## src/rtl/pxr_pkg.sv

```systemverilog
package pxr_pkg;

  localparam int BYTE_W   = 8;
  localparam int HALF_W   = 16;
  localparam int SWAP_W   = 32;
  localparam int NUM_PAL  = 4;   // palette pixel widths 1,2,4,8

  typedef enum logic [2:0] {
    FMT_PAL1  = 3'd0,
    FMT_PAL2  = 3'd1,
    FMT_PAL4  = 3'd2,
    FMT_PAL8  = 3'd3,
    FMT_RGB16 = 3'd4,
    FMT_RGB24 = 3'd5
  } pix_fmt_e;

  // Codes with the top bit clear are palette-indexed.
  function automatic logic fmt_is_palette(input logic [2:0] fmt);
    return !fmt[2];
  endfunction

endpackage

```

## src/rtl/pxr_swap.sv

```systemverilog
module pxr_swap #(
  parameter int WORD_W = 32
) (
  input  logic              hw_swap,
  input  logic              byte_swap,
  input  logic [WORD_W-1:0] din,
  output logic [WORD_W-1:0] dout
);
  import pxr_pkg::*;

  localparam int NUM_LANES = WORD_W / SWAP_W;

  for (genvar l = 0; l < NUM_LANES; l++) begin : g_lane
    logic [SWAP_W-1:0] src;
    logic [SWAP_W-1:0] halves;
    logic [SWAP_W-1:0] bytes_o;

    assign src = din[l*SWAP_W +: SWAP_W];

    // halfword exchange first
    assign halves = hw_swap ? {src[HALF_W-1:0], src[SWAP_W-1:HALF_W]} : src;

    // then byte exchange inside each half
    assign bytes_o = byte_swap ?
                     {halves[23:16], halves[31:24], halves[7:0], halves[15:8]} :
                     halves;

    assign dout[l*SWAP_W +: SWAP_W] = bytes_o;
  end

endmodule

```

## src/rtl/pxr_reverse.sv

```systemverilog
module pxr_reverse #(
  parameter int WORD_W = 32
) (
  input  logic              rev_en,
  input  logic              nib_mode,
  input  logic [2:0]        fmt,
  input  logic [WORD_W-1:0] din,
  output logic [WORD_W-1:0] dout
);
  import pxr_pkg::*;

  logic [WORD_W-1:0] cand_half [NUM_PAL];
  logic [WORD_W-1:0] cand_byte [NUM_PAL];

  // One mirrored copy of the word per palette width and per unit size.
  for (genvar p = 0; p < NUM_PAL; p++) begin : g_width
    localparam int PW      = 1 << p;
    localparam int GRP_H   = HALF_W / PW;
    localparam int GRP_B   = BYTE_W / PW;
    localparam int NUM_GRP = WORD_W / PW;

    logic [WORD_W-1:0] mir_h;
    logic [WORD_W-1:0] mir_b;

    for (genvar g = 0; g < NUM_GRP; g++) begin : g_grp
      localparam int SRC_H = (g / GRP_H) * GRP_H + (GRP_H - 1 - (g % GRP_H));
      localparam int SRC_B = (g / GRP_B) * GRP_B + (GRP_B - 1 - (g % GRP_B));
      assign mir_h[g*PW +: PW] = din[SRC_H*PW +: PW];
      assign mir_b[g*PW +: PW] = din[SRC_B*PW +: PW];
    end

    assign cand_half[p] = mir_h;
    assign cand_byte[p] = mir_b;
  end

  always_comb begin
    dout = din;
    if (rev_en && fmt_is_palette(fmt)) begin
      if (nib_mode) dout = cand_byte[fmt[1:0]];
      else          dout = cand_half[fmt[1:0]];
    end
  end

endmodule

```

## src/rtl/pxr_stage.sv

```systemverilog
module pxr_stage #(
  parameter int WORD_W = 32
) (
  input  logic              clk,
  input  logic              rst,
  input  logic              in_valid,
  output logic              in_ready,
  input  logic [WORD_W-1:0] in_data,
  output logic              out_valid,
  input  logic              out_ready,
  output logic [WORD_W-1:0] out_data
);

  assign in_ready = !out_valid || out_ready;

  always_ff @(posedge clk) begin
    if (rst)           out_valid <= 1'b0;
    else if (in_ready) out_valid <= in_valid;
  end

  // data register carries no reset; only the valid flag needs one
  always_ff @(posedge clk) begin
    if (in_valid && in_ready) out_data <= in_data;
  end

endmodule

```

## src/rtl/pixel_reorder.sv

```systemverilog
module pixel_reorder #(
  parameter int WORD_W = 32
) (
  input  logic              clk,
  input  logic              rst,
  input  logic              cfg_hw_swap,
  input  logic              cfg_byte_swap,
  input  logic              cfg_rev_order,
  input  logic              cfg_nib_mode,
  input  logic [2:0]        cfg_fmt,
  input  logic              in_valid,
  output logic              in_ready,
  input  logic [WORD_W-1:0] in_data,
  output logic              out_valid,
  input  logic              out_ready,
  output logic [WORD_W-1:0] out_data
);

  logic [WORD_W-1:0] swapped;
  logic [WORD_W-1:0] reordered;

  pxr_swap #(.WORD_W(WORD_W)) u_swap (
    .hw_swap   (cfg_hw_swap),
    .byte_swap (cfg_byte_swap),
    .din       (in_data),
    .dout      (swapped)
  );

  pxr_reverse #(.WORD_W(WORD_W)) u_rev (
    .rev_en   (cfg_rev_order),
    .nib_mode (cfg_nib_mode),
    .fmt      (cfg_fmt),
    .din      (swapped),
    .dout     (reordered)
  );

  pxr_stage #(.WORD_W(WORD_W)) u_stage (
    .clk       (clk),
    .rst       (rst),
    .in_valid  (in_valid),
    .in_ready  (in_ready),
    .in_data   (reordered),
    .out_valid (out_valid),
    .out_ready (out_ready),
    .out_data  (out_data)
  );

endmodule

```

## config.mk

```make
export PLATFORM = sky130hd
export DESIGN_NAME = pixel_reorder
export DESIGN_NICKNAME = d
export VERILOG_FILES = /design/src/rtl/pxr_pkg.sv /design/src/rtl/pxr_swap.sv /design/src/rtl/pxr_reverse.sv /design/src/rtl/pxr_stage.sv /design/src/rtl/pixel_reorder.sv
export SDC_FILE = /design/constraint.sdc
export NUM_CORES = 1
export LEC_CHECK = 0
export ABC_AREA = 1
export ABC_CLOCK_PERIOD_IN_PS = 2700
export BUFFER_PORTS_ARGS = -buffer_cell sky130_fd_sc_hd__buf_4
export CAP_MARGIN = 20
export CORE_UTILIZATION = 35
export DETAILED_ROUTE_END_ITERATION = 10
export GPL_TIMING_DRIVEN = 0
export PLACE_DENSITY = 0.58
export SYNTH_ARGS = -nofsm -noshare
export SYNTH_HDL_FRONTEND = slang
export SYNTH_SLANG_ARGS = --single-unit
export TNS_END_PERCENT = 20
```

## constraint.sdc

```tcl
create_clock -name clk -period 2.7 [get_ports clk]
set_clock_uncertainty 0.15 [all_clocks]
set_input_delay 0.27 -clock clk [delete_from_list [all_inputs] [get_ports clk]]
set_output_delay 0.27 -clock clk [all_outputs]
set_load 0.005 [all_outputs]
```

Yosys cells after proc, flatten, opt, wreduce, memory -nomap -nowiden:

Index checks and enable logic that the tools add are counted.

* flip-flop bits (word level): 33
* bits in latches: 0
* RAM bits: 0
* memory bits (read-only): 0
* input bits: 43
* output and inout port bits: 34
* logic and storage cells: 19
* memories kept: 0

* $add $sub $neg: 0
* multiply operators: 0
* divide/modulo/power cells: 0
* $lt $le $gt $ge: 1
* eq/ne operators: 0
* shift operators: 0
* muxes and demuxes: 10
* bitwise logic cells: 1
* reduce and logical (&&, ||, !) cells: 5

Operator list (number)
* 32-bit two-way mux: 8
* 32-bit binary-select mux with 2-bit select: 2
* 3-bit greater-or-equal comparator (second input constant): 1
* 2-bit NOT with 3-bit output: 1
* 1-bit logical AND: 2
* 1-bit logical NOT: 2
* 1-bit logical OR: 1

Longest topological paths before layout:

* depth in word-level cells: 7
* depth in mapped cells: 11
* depth with buffers taken out: 9

By module:

Synthesis repeated with hierarchy kept, for this count alone.

* cells, all modules: 599
* area, all modules: 3557.2 µm²

Modules (own cells, without submodules)
* pxr_reverse: instances 1, cells each 353, area an instance 1602.8 µm², sequential area each 0.0 µm²
* pxr_stage: instances 1, cells each 38, area an instance 1008.5 µm², sequential area each 980.9 µm²
* pxr_swap: instances 1, cells each 208, area an instance 945.9 µm², sequential area each 0.0 µm²

Least setup slack after synthesis:

OpenSTA, ideal clock, no wires.

* kind: flip-flop to flip-flop
* start point: register u_stage.out_valid
* end point: register u_stage.out_data[0], enable pin
* library setup time: 432 ps
* data arrival time: 1933 ps
* required time: 2118 ps
* path slack: 185 ps
* stages on the path, launching flop included: 2
* buffers on the path: 0
* period minus slack after synthesis: 2515 ps
* path through: dfxtp_1 -> a21oi_1

* longest elaborated chain between the ends: 3

RTL lines
* from (decl): RTL line pxr_stage.sv:9 `output logic out_valid,`
* from (signal assigned): RTL line pxr_stage.sv:18 `else if (in_ready) out_valid <= in_valid;`
* 1-bit logical NOT: RTL line pxr_stage.sv:14 `assign in_ready = !out_valid || out_ready;`
* 1-bit logical OR: RTL line pxr_stage.sv:14
* 1-bit logical AND: RTL line pxr_stage.sv:23 `if (in_valid && in_ready) out_data <= in_data;`
* to (signal assigned): RTL line pxr_stage.sv:23
* to (decl): RTL line pxr_stage.sv:11 `output logic [WORD_W-1:0] out_data`

No other way between the ends.
A chain may end at the register's enable or synchronous reset.

Worst setup path in the final report:

* start point: input cfg_fmt[2]
* end point: register u_stage.out_data[20], data pin

* longest elaborated chain between the ends: 3

RTL lines
* from (decl): RTL line pixel_reorder.sv:10 `input logic [2:0] cfg_fmt,`
* 1-bit logical NOT: RTL line pxr_pkg.sv:19 `return !fmt[2];`
* 1-bit logical AND: RTL line pxr_reverse.sv:38 `if (rev_en && fmt_is_palette(fmt)) begin`
* 32-bit two-way mux: RTL line pxr_reverse.sv:38
* net reordered[20]: RTL line pixel_reorder.sv:20 `logic [WORD_W-1:0] reordered;`

The timed path passes the listed nets, and every way through them passes these cells.

==> results.json <==
{
  "cts.sinks": 33,
  "vdd_drop_max_mv": 0.178,
  "setup_tns_ns": 0,
  "clk_pin_slew_ns": 0.08,
  "grt_pass1_wl_um": 23700,
  "synth_warnings": 0,
  "vias": 4365,
  "clk-insertion-delay-late_ns": 0.29,
  "p_leak_nw": 2.28,
  "dieArea_mm2": 0.0115,
  "slowest_delay_ns": 0.40,
  "syn_to_final_growth_pct": 21.6,
  "critPathBufInv": 3,
  "nets": 658,
  "min_period_ns": 1.80,
  "drtPass1Iterations": 5,
  "setup_viol": 0,
  "wl_um": 15800,
  "gr-usage-all-layers_pct": 28.3,
  "path_cells": "buf_4 -> nor2_1 -> inv_1 -> clkbuf_1 -> nand3_1 -> nand2_1",
  "cts_buffers": 5,
  "hold_path.class": "in -> reg",
  "cp.required_ns": 2.60,
  "rows": 38,
  "ios": 77,
  "cts_resized": 0,
  "ant_nets": 0,
  "tightest_slew_ns": 0.782,
  "synth_top_cell_by_area": "edfxtp_1",
  "port_buffers": 71,
  "avgSynthCellArea_um2": 7.27,
  "antennaDiodeCount": 0,
  "critPathTopFamily": "simple AND/OR/NAND/NOR gates",
  "reg2reg_slack_ns": 1.24,
  "ys_types": 21,
  "dp_hpwl_um": 12700,
  "slew_viol_final": 0,
  "core_mm2": 0.0108,
  "drc": 0,
  "grt_pass1_vias": 4086,
  "place_area_mm2": 0.00463,
  "run_status": "completed",
  "cts_root_buffer": "clkbuf_8",
  "worstPathArrival_ns": 1.70,
  "power.density_mw_per_mm2": 387,
  "antenna_found_initial": 0,
  "hold_viol_final": 0,
  "dp_cells": 747,
  "drt_iter0_drc": 419,
  "die_w_um": 107,
  "instances_no_fill": 756,
  "htreeDepth": 2,
  "seq_area_frac_synth_pct": 25.2,
  "fmax_mhz": 556,
  "crit_path_end_kind": "flip-flop",
  "ys_top_cells_by_area": "edfxtp_1, nand3_1, nand3_2",
  "drt-vias-per-instance": 5.77,
  "worstPathMaxFanout": 10,
  "gp_congestion": 0.988,
  "critPathSlowestCell": "clkbuf_1",
  "die_y_um": 107,
  "syn_area_mm2": 0.00389,
  "yosysTopAreaCellShare_pct": 24.7,
  "wl_per_cell_um": 20.9,
  "synth_seq_cells": 33,
  "maxCapViolCount": 0,
  "finalCritPeriodShare_pct": 66.6,
  "p_total_mw": 1.83,
  "syn_inst": 535,
  "cts_tree": "yes",
  "clockBufferDepth": 2,
  "max_slew_margin_pct": 47.9,
  "fin_util_pct": 43.6,
  "syn_nets": 578,
  "drive_gt1_share_pct": 35.1,
  "rsz0062_at_grt": "false",
  "grt_overflow": 0,
  "final_area_mm2": 0.00473,
  "setup.worst_path.class": "in -> reg",
  "grt_max_degree": 22,
  "initial_core_util_pct": 35.9,
  "cp-start-kind": "primary input"
}
[worst register-to-register path, stage by stage (launching register included)]
cell	delay (ns)
dfxtp_1	0.35
a21oi_4	0.44
buf_16	0.23
[timing repair]
| item | CTS | global route |
|---|---|---|
| setup buffers | 0 | 0 |
| endpoints found under the hold margin | 1 | 0 |
| endpoints found under the setup margin | 0 | 0 |
| hold buffers | 1 | 0 |
[registers in the layout (all words and copies together), names as in the netlist]
register and flops:
u_stage.out_data 32, u_stage.out_valid 1
[layer usage]
layer  share of wire, %  up-vias  GRT usage (%)  routed length [um]
li1                   -     2021              -                   -
met4                2.2        0           7.53                 349
met3                8.7       29           5.63                1370
met1                 48     2089           41.9                7510
met2                 42      226           41.2                6560
met5                  0        -              0                   0
[Yosys cell counts, drive strengths merged]
| cell | number |
|---|---|
| a21oi | 2 |
| buf | 35 |
| clkbuf | 6 |
| dfxtp | 1 |
| edfxtp | 32 |
| inv | 9 |
| nand2 | 193 |
| nand3 | 256 |
| nor2 | 1 |
[placed cells by master (no fill, tap or decap)]
cell type	instances
a21oi_1	1
a21oi_4	1
buf_1	1
buf_12	3
buf_16	1
buf_2	16
buf_4	80
buf_6	6
clkbuf_1	5
clkbuf_4	1
clkbuf_8	6
clkinv_2	2
dfxtp_1	1
dlygate4sd3_1	1
edfxtp_1	32
inv_1	7
inv_4	1
inv_8	1
nand2_1	162
nand2_2	11
nand2_4	20
nand3_1	189
nand3_2	65
nand3_4	2
nor2_1	1
[area by class of cell]
cell class	count	area [um2]
inverter	9	43.8
timing repair buffer	73	571
fill	1179	6110
buffer	41	315
clock buffer	6	72.6
sequential	33	981
clock inverter	2	10.0
multi-input combinational	452	2560
tap	140	175
[final timing paths]
kind                                        start                   end  depth (start not counted)
worst min register to register  u_stage.out_valid     u_stage.out_valid                          2
worst max register to register  u_stage.out_valid  u_stage.out_data[22]                          2
worst max-delay path                   cfg_fmt[2]  u_stage.out_data[20]                          6
worst min-delay path                     in_valid     u_stage.out_valid                          3
[kinds of logic after synthesis]
kind of cell	share of synthesized area, %
and+or+nand+nor	65.3
DFF	25.2
AOI/OAI and AO/OA	0.257
buffers and inverters	9.24
[power by group]
part | internal [mW] | switching [mW]
combinational | 0.298 | 0.508
clock | 0.179 | 0.209
sequential | 0.623 | 0.0130
total | 1.10 | 0.730
[through the flow]
step                hold WS (ns)  worst slack [ns]
floorplan                  0.189             0.185
global placement           0.273            -0.595
detailed placement         0.275             0.595
finish                     0.141             0.903
CTS                        0.133             0.906
global route               0.154             0.800
No activity file was read; power rests on OpenSTA's default activity.
